===== config.mk =====
export PLATFORM = sky130hd
export DESIGN_NAME = pwm10_gen
export DESIGN_NICKNAME = d
export VERILOG_FILES = /design/src/rtl/pwm10_pkg.sv /design/src/rtl/pwm10_timebase.sv /design/src/rtl/pwm10_regs.sv /design/src/rtl/pwm10_out.sv /design/src/rtl/pwm10_gen.sv
export SDC_FILE = /design/constraint.sdc
export NUM_CORES = 1
export LEC_CHECK = 0
export ABC_AREA = 0
export ABC_CLOCK_PERIOD_IN_PS = 3100
export BUFFER_PORTS_ARGS = -buffer_cell sky130_fd_sc_hd__buf_2
export CAP_MARGIN = 25
export CORE_MARGIN = 3
export CORE_UTILIZATION = 25
export DETAILED_ROUTE_END_ITERATION = 7
export GPL_TIMING_DRIVEN = 0
export HOLD_SLACK_MARGIN = 0.02
export PLACE_DENSITY = 0.43
export SYNTH_ARGS = -nofsm -noshare
export SYNTH_HDL_FRONTEND = slang
export SYNTH_SLANG_ARGS = --single-unit
export TNS_END_PERCENT = 100

===== constraint.sdc =====
create_clock -name clk -period 3.1 [get_ports clk]
set_input_delay 0.155 -clock clk [delete_from_list [all_inputs] [get_ports clk]]
set_output_delay 0.155 -clock clk [all_outputs]
set_load 0.005 [all_outputs]

===== src/rtl/pwm10_pkg.sv =====
// Package: shared encodings for the PWM generator.
// Assumes a 2-bit prescale select and a 2-bit register address.
package pwm10_pkg;

    typedef enum logic [1:0] {
        PS_DIV1     = 2'd0,
        PS_DIV4     = 2'd1,
        PS_DIV16    = 2'd2,
        PS_DIV16_B  = 2'd3
    } psel_e;

    typedef enum logic [1:0] {
        RA_PERIOD  = 2'd0,
        RA_DUTY_HI = 2'd1,
        RA_CTRL    = 2'd2,
        RA_UNUSED  = 2'd3
    } reg_addr_e;

endpackage


===== src/rtl/pwm10_timebase.sv =====
// Time base: a 2-bit phase counter, a prescaler and the period timer.
// It produces the restart pulse at a period end and the 10-bit count
// value that takes effect at the next edge. Assumes PRE_W >= 4 so that
// the divide-by-16 range fits. All state is cleared while en_i is low.
module pwm10_timebase
    import pwm10_pkg::*;
#(
    parameter int TMR_W = 8,
    parameter int PRE_W = 4
) (
    input  logic               clk,
    input  logic               rst_n,
    input  logic               clk_en_i,
    input  logic               en_i,
    input  psel_e              psel_i,
    input  logic [TMR_W-1:0]   period_i,
    output logic               restart_o,
    output logic [TMR_W+1:0]   cnt_nxt_o
);
    localparam int LOW_W = 2;

    logic [LOW_W-1:0] phase_q, phase_n;
    logic [PRE_W-1:0] pre_q, pre_n;
    logic [TMR_W-1:0] tmr_q, tmr_n;
    logic [LOW_W-1:0] low_n;
    logic             phase_wrap, pre_tc, tmr_tick;

    // Decide when the prescaler and the timer step, and when a period ends.
    always_comb begin
        phase_wrap = clk_en_i && (phase_q == {LOW_W{1'b1}});
        unique case (psel_i)
            PS_DIV1: pre_tc = 1'b1;
            PS_DIV4: pre_tc = (pre_q[1:0] == 2'b11);
            default: pre_tc = (pre_q == {PRE_W{1'b1}});
        endcase
        tmr_tick  = phase_wrap && pre_tc;
        restart_o = en_i && tmr_tick && (tmr_q == period_i);
    end

    // Compute the next phase, prescaler and timer values.
    always_comb begin
        if (!en_i) begin
            phase_n = '0;
            pre_n   = '0;
            tmr_n   = '0;
        end else begin
            phase_n = clk_en_i ? phase_q + 1'b1 : phase_q;
            if (psel_i == PS_DIV1)
                pre_n = '0;
            else if (phase_wrap)
                pre_n = pre_tc ? '0 : pre_q + 1'b1;
            else
                pre_n = pre_q;
            if (restart_o)
                tmr_n = '0;
            else if (tmr_tick)
                tmr_n = tmr_q + 1'b1;
            else
                tmr_n = tmr_q;
        end
    end

    // Choose the low-order count that extends the timer to 10 bits.
    always_comb begin
        unique case (psel_i)
            PS_DIV1: low_n = phase_n;
            PS_DIV4: low_n = pre_n[1:0];
            default: low_n = pre_n[PRE_W-1 -: LOW_W];
        endcase
        cnt_nxt_o = {tmr_n, low_n};
    end

    // Register the time-base state.
    always_ff @(posedge clk) begin
        if (!rst_n) begin
            phase_q <= '0;
            pre_q   <= '0;
            tmr_q   <= '0;
        end else begin
            phase_q <= phase_n;
            pre_q   <= pre_n;
            tmr_q   <= tmr_n;
        end
    end

    // disabled time base sits at zero
    a_r9_idle_zero: assert property (@(posedge clk) disable iff (!rst_n)
        !en_i |=> (tmr_q == '0 && phase_q == '0 && pre_q == '0));

    // a period end returns the timer to zero
    a_r3_wrap_zero: assert property (@(posedge clk) disable iff (!rst_n)
        restart_o |=> (tmr_q == '0));

    // the timer only moves on a completed phase cycle
    a_r4_tmr_steps: assert property (@(posedge clk) disable iff (!rst_n)
        (en_i && !phase_wrap) |=> (tmr_q == $past(tmr_q)));

    // no clock enable, no phase movement
    a_r10_phase_hold: assert property (@(posedge clk) disable iff (!rst_n)
        (en_i && !clk_en_i) |=> $stable(phase_q));

endmodule


===== src/rtl/pwm10_regs.sv =====
// Register file: period, on-time high and low parts, and the shadow
// on-time copied at each period end. Assumes a single write per cycle;
// a write becomes visible at the edge where it is sampled.
module pwm10_regs
    import pwm10_pkg::*;
#(
    parameter int TMR_W = 8
) (
    input  logic               clk,
    input  logic               rst_n,
    input  logic               wr_en_i,
    input  reg_addr_e          wr_addr_i,
    input  logic [7:0]         wr_data_i,
    input  logic               restart_i,
    output logic [TMR_W-1:0]   period_o,
    output logic [TMR_W+1:0]   duty_o,
    output logic [TMR_W+1:0]   shadow_o,
    output logic               ctrl_zero_o
);
    logic [TMR_W-1:0] period_q;
    logic [TMR_W-1:0] duty_hi_q;
    logic [1:0]       duty_lo_q;
    logic [TMR_W+1:0] shadow_q;

    // Detect a write of zero to the control byte.
    always_comb begin
        ctrl_zero_o = wr_en_i && (wr_addr_i == RA_CTRL) && (wr_data_i == 8'h00);
    end

    // Capture software writes.
    always_ff @(posedge clk) begin
        if (!rst_n) begin
            period_q  <= '0;
            duty_hi_q <= '0;
            duty_lo_q <= '0;
        end else if (wr_en_i) begin
            unique case (wr_addr_i)
                RA_PERIOD:  period_q  <= wr_data_i[TMR_W-1:0];
                RA_DUTY_HI: duty_hi_q <= wr_data_i[TMR_W-1:0];
                RA_CTRL:    duty_lo_q <= wr_data_i[1:0];
                default:    ;
            endcase
        end
    end

    // Copy the on-time into the shadow register at each period end.
    always_ff @(posedge clk) begin
        if (!rst_n)
            shadow_q <= '0;
        else if (restart_i)
            shadow_q <= {duty_hi_q, duty_lo_q};
    end

    assign period_o = period_q;
    assign duty_o   = {duty_hi_q, duty_lo_q};
    assign shadow_o = shadow_q;

    // the shadow moves only at a period end
    a_r5_shadow_hold: assert property (@(posedge clk) disable iff (!rst_n)
        !restart_i |=> (shadow_q == $past(shadow_q)));

    // at a period end the shadow takes the programmed on-time
    a_r5_shadow_load: assert property (@(posedge clk) disable iff (!rst_n)
        (restart_i && !wr_en_i) |=> (shadow_q == duty_o));

endmodule


===== src/rtl/pwm10_out.sv =====
// Output latch: set at a period start when the new on-time is nonzero,
// cleared when the next 10-bit count equals the shadow on-time, and
// forced low by a zero control write or by the mode being disabled.
module pwm10_out #(
    parameter int CNT_W = 10
) (
    input  logic             clk,
    input  logic             rst_n,
    input  logic             clk_en_i,
    input  logic             en_i,
    input  logic             restart_i,
    input  logic             ctrl_zero_i,
    input  logic [CNT_W-1:0] duty_i,
    input  logic [CNT_W-1:0] shadow_i,
    input  logic [CNT_W-1:0] cnt_nxt_i,
    output logic             pwm_o
);
    logic out_q;

    // Update the output latch; forced clears take priority over set.
    always_ff @(posedge clk) begin
        if (!rst_n)
            out_q <= 1'b0;
        else if (!en_i || ctrl_zero_i)
            out_q <= 1'b0;
        else if (restart_i)
            out_q <= (duty_i != '0);
        else if (clk_en_i && (cnt_nxt_i == shadow_i))
            out_q <= 1'b0;
    end

    assign pwm_o = out_q;

    // a zero on-time never raises the output
    a_r6_zero_no_set: assert property (@(posedge clk) disable iff (!rst_n)
        (restart_i && duty_i == '0) |=> !pwm_o);

    // zero control write clears the output
    a_r8_ctrl_clear: assert property (@(posedge clk) disable iff (!rst_n)
        ctrl_zero_i |=> !pwm_o);

    // disabled mode holds the output low
    a_r9_off_low: assert property (@(posedge clk) disable iff (!rst_n)
        !en_i |=> !pwm_o);

    // no clock enable, output unchanged
    a_r10_out_hold: assert property (@(posedge clk) disable iff (!rst_n)
        (en_i && !clk_en_i && !ctrl_zero_i) |=> $stable(pwm_o));

endmodule


===== src/rtl/pwm10_gen.sv =====
// Top: double-buffered PWM generator. It ties the time base, the
// register file and the output latch together. Assumes an 8-bit write
// bus and a timer no wider than that bus.
module pwm10_gen
    import pwm10_pkg::*;
#(
    parameter int TMR_W = 8,
    parameter int PRE_W = 4
) (
    input  logic              clk,
    input  logic              rst_n,
    input  logic              clk_en,
    input  logic              pwm_en,
    input  logic [1:0]        psel,
    input  logic              wr_en,
    input  logic [1:0]        wr_addr,
    input  logic [7:0]        wr_data,
    output logic              pwm_out,
    output logic [TMR_W+1:0]  shadow_duty
);
    localparam int CNT_W = TMR_W + 2;

    logic             restart;
    logic [CNT_W-1:0] cnt_nxt;
    logic [TMR_W-1:0] period;
    logic [CNT_W-1:0] duty;
    logic [CNT_W-1:0] shadow;
    logic             ctrl_zero;

    pwm10_timebase #(.TMR_W(TMR_W), .PRE_W(PRE_W)) u_tb (
        .clk       (clk),
        .rst_n     (rst_n),
        .clk_en_i  (clk_en),
        .en_i      (pwm_en),
        .psel_i    (psel_e'(psel)),
        .period_i  (period),
        .restart_o (restart),
        .cnt_nxt_o (cnt_nxt)
    );

    pwm10_regs #(.TMR_W(TMR_W)) u_regs (
        .clk         (clk),
        .rst_n       (rst_n),
        .wr_en_i     (wr_en),
        .wr_addr_i   (reg_addr_e'(wr_addr)),
        .wr_data_i   (wr_data),
        .restart_i   (restart),
        .period_o    (period),
        .duty_o      (duty),
        .shadow_o    (shadow),
        .ctrl_zero_o (ctrl_zero)
    );

    pwm10_out #(.CNT_W(CNT_W)) u_out (
        .clk         (clk),
        .rst_n       (rst_n),
        .clk_en_i    (clk_en),
        .en_i        (pwm_en),
        .restart_i   (restart),
        .ctrl_zero_i (ctrl_zero),
        .duty_i      (duty),
        .shadow_i    (shadow),
        .cnt_nxt_i   (cnt_nxt),
        .pwm_o       (pwm_out)
    );

    assign shadow_duty = shadow;

endmodule


==> impl_metrics.py <==
metrics = {
    "global_routing": {
        "grt_use_total_pct": 12.0,
        "grt_pass1_wl_um": 9700,
        "grt_max_degree": 15,
        "antenna_found_initial": 0,
        "gr-total-overflow": 0,
        "first_global_vias": 1821,
    },
    "critical_path": {
        "rrSetupSlack_ns": 0.28,
        "required_ns": 3.28,
        "path_class": "reg -> reg",
        "path_max_fanout": 9,
        "arrival_ns": 2.99,
        "cp_slowest_cell": "o41ai_1",
        "cpLargestDelayFamily": "simple AND/OR/NAND/NOR gates",
        "worstPathCellList": "ha_1, o21ba_1, or3_1, buf_6, or3_1, xnor2_1, o2111ai_1, o41ai_1, nand2_1",
        "worstSetupStartpoint": "u_tb.pre_q[0]$_SDFF_PN0_",
        "max_stage_delay_ns": 0.48,
        "r2r_start": "u_tb.pre_q[0]$_SDFF_PN0_",
        "crit_buf_inv": 1,
        "cp_common_cell": "or3_1",
        "startpoint_type": "register",
        "worstSetupEndpointType": "register",
    },
    "floorplanning": {
        "row_count": 34,
        "dieArea_mm2": 0.0106,
        "die_w_um": 103,
        "core_mm2": 0.00889,
        "ios": 28,
        "chipHeight_um": 103,
        "start_util_pct": 26.3,
    },
    "clocking": {
        "clockBufferDepth": 2,
        "cts_max_level": 2,
        "cts_tree": "yes",
        "ctsResizeCount": 0,
        "cts.sinks": 43,
        "postCtsHoldBufs": 0,
        "cts_buffers": 5,
        "clock_latency_ns": 0.30,
        "post_cts_buffers": 0,
        "clk_pin_slew_ns": 0.09,
        "cts-root-buf": "clkbuf_8",
    },
    "routing": {
        "dr.pass1.iters": 6,
        "vias": 1863,
        "ant_nets": 0,
        "avgViaCountPerCell": 4.75,
        "remaining_drc_errors": 0,
        "wl_per_cell_um": 15.7,
        "drt_wl_total_um": 6140,
        "initialDrtViolationCount": 52,
    },
    "placed_design": {
        "dp_hpwl_um": 4800,
        "place_area_mm2": 0.00260,
        "portBuffers": 25,
        "gp_congestion": 0.771,
        "place_inst": 384,
    },
    "finish": {
        "design_area_mm2": 0.00272,
        "nets": 303,
        "fillers": 946,
        "final_cell_count_no_fill": 392,
        "area_growth_syn_to_layout_pct": 16.2,
        "n_antenna_cell": 0,
        "drive_above_1_share_pct": 16.5,
    },
    "sta": {
        "slew_violations": 0,
        "fmax_ghz": 0.355,
        "setup_viol": 0,
        "whs_ns": 0.137,
        "finalCriticalPeriod_ns": 2.82,
        "hold_viol": 0,
        "fin_tns_setup_ns": 0,
        "slew_headroom_pct": 56.5,
        "period_share_pct": 90.9,
        "final.setup_skew_ns": 0.00520,
        "worstMarginPinSlew_ns": 0.647,
        "grt_setup_unrepaired": "no",
    },
    "synth": {
        "synthMuxAreaShare_pct": 13.8,
        "synth-adder-area-share_pct": 1.61,
        "syn-num-nets": 271,
        "synth_xor_area_share_pct": 8.08,
        "netlist_instances": 251,
        "seq_area_frac_synth_pct": 36.8,
        "synth_compound_area_share_pct": 10.6,
        "synthSimpleGateAreaFrac_pct": 25.7,
        "ys_types": 51,
        "ys_ff_latch": 43,
        "synthArstFlopShare_pct": 0,
        "synthesis.area_mm2": 0.00234,
        "avgSynthCellArea_um2": 9.32,
        "synth_top_family_by_area": "simple AND/OR/NAND/NOR gates",
        "yosys_warnings": 0,
        "ys.flop_type": "dfxtp_1",
        "synth_edf_count": 0,
    },
    "run_status": {
        "outcome": "complete, no violations",
    },
    "pwr": {
        "p_total_w": 0.00111,
        "vdd_ir_drop_max_uv": 158,
        "p_per_area_mw_per_mm2": 410,
        "p_leak_nw": 1.12,
    },
    "min_path": {
        "hp-start": "wr_data[7]",
        "holdCritPathClass": "in -> reg",
    },
    "flow_run": {
        "maxCapViolations": 0,
    },
}
-- cell type report --
| cell class | instances | area (µm²) | area share, % |
|---|---|---|---|
| Buffer | 11 | 65.1 | 2.39 |
| Timing Repair Buffer | 25 | 125 | 4.60 |
| Multi-Input combinational cell | 193 | 1400 | 51.7 |
| Sequential cell | 43 | 861 | 31.7 |
| Inverter | 4 | 15.0 | 0.552 |
| Tap cell | 108 | 135 | 4.97 |
| Clock buffer | 5 | 68.8 | 2.53 |
| Clock inverter | 3 | 43.8 | 1.61 |
-- worst min-delay path, stage by stage --
cell and delay, ns:
buf_2 0.10, mux2i_1 0.06, nor2b_1 0.09
-- stage by stage --
step / worst slack [ns] / utilization, %
after floorplan: 0.653 / -
after global placement: 0.0181 / 29.2
after detailed placement: 0.0519 / 29.2
after CTS: 0.0401 / 30.5
after global routing: 0.0108 / 30.6
final: 0.284 / 30.6
-- cell usage after synthesis, drive strengths merged, types with 2 or more instances --
master,instances,share of area (%)
o211a,2,0.86
nand3,7,1.5
a21boi,2,0.64
inv,4,0.64
nand4,3,0.80
nand3b,2,0.64
clkbuf,6,0.96
and3,2,0.53
o41ai,3,1.4
and2,2,0.64
nand2b,5,1.3
xnor2,15,5.6
buf,5,1.8
nor3b,4,1.3
or4,2,0.80
nand2,10,1.6
mux2i,31,13
or3,4,1.1
nor3,3,0.64
or2,2,0.53
nor2,20,3.2
a21oi,6,1.3
nor2b,28,7.5
nor4,9,2.4
o21ai,7,1.5
dfxtp,43,37
ha,3,1.6
xor2,4,1.5
-- worst paths after layout --
kind | end | cells after the start
worst max-delay path | u_out.pwm_o$_SDFFE_PP0P_ | 9
worst min-delay path | u_regs.duty_hi_q[7]$_SDFFE_PN0P_ | 3
worst max register to register | u_out.pwm_o$_SDFFE_PP0P_ | 9
worst min register to register | u_tb.phase_q[1]$_SDFF_PN0_ | 2
-- metal layers --
layer | global-route usage (%) | routed length (µm) | vias to the layer above
met4 | 2.83 | 24 | 0
met1 | 16.7 | 3140 | 872
met3 | 2.37 | 162 | 2
met5 | 0 | 0 | -
li1 | - | - | 965
met2 | 19.3 | 2810 | 24
-- sequential cells by signal (all words and copies together), names as in the netlist --
signal            cells
u_tb.tmr_q            8
u_regs.shadow_o      10
u_regs.duty_lo_q      2
u_regs.period_o       8
u_tb.phase_q          2
u_regs.duty_hi_q      8
u_out.pwm_o           1
u_tb.pre_q            4
-- power by group --
group	switching [W]	internal (W)	total [W]
combinational	0.0000496	0.0000399	0.0000895
clock	0.000215	0.000240	0.000455
sequential	0.00000746	0.000561	0.000568
-- placed cells by master, fill, tap and decap left out, types with 7 or more instances in the layout --
cell / instances
nand3_1: 7
nand2_1: 10
dfxtp_1: 43
nor2b_1: 28
o21ai_0: 7
nor4_1: 8
xnor2_1: 15
mux2i_1: 31
buf_2: 26
nor2_1: 20
-- cells by family after synthesis --
group,Yosys count
and+or+nand+nor,106
buffers and inverters,15
DFF,43
adders and majority gates,3
muxes,32
AOI/OAI and AO/OA,32
xor gates and xnor gates,20
(Power assumes the default switching activity.)
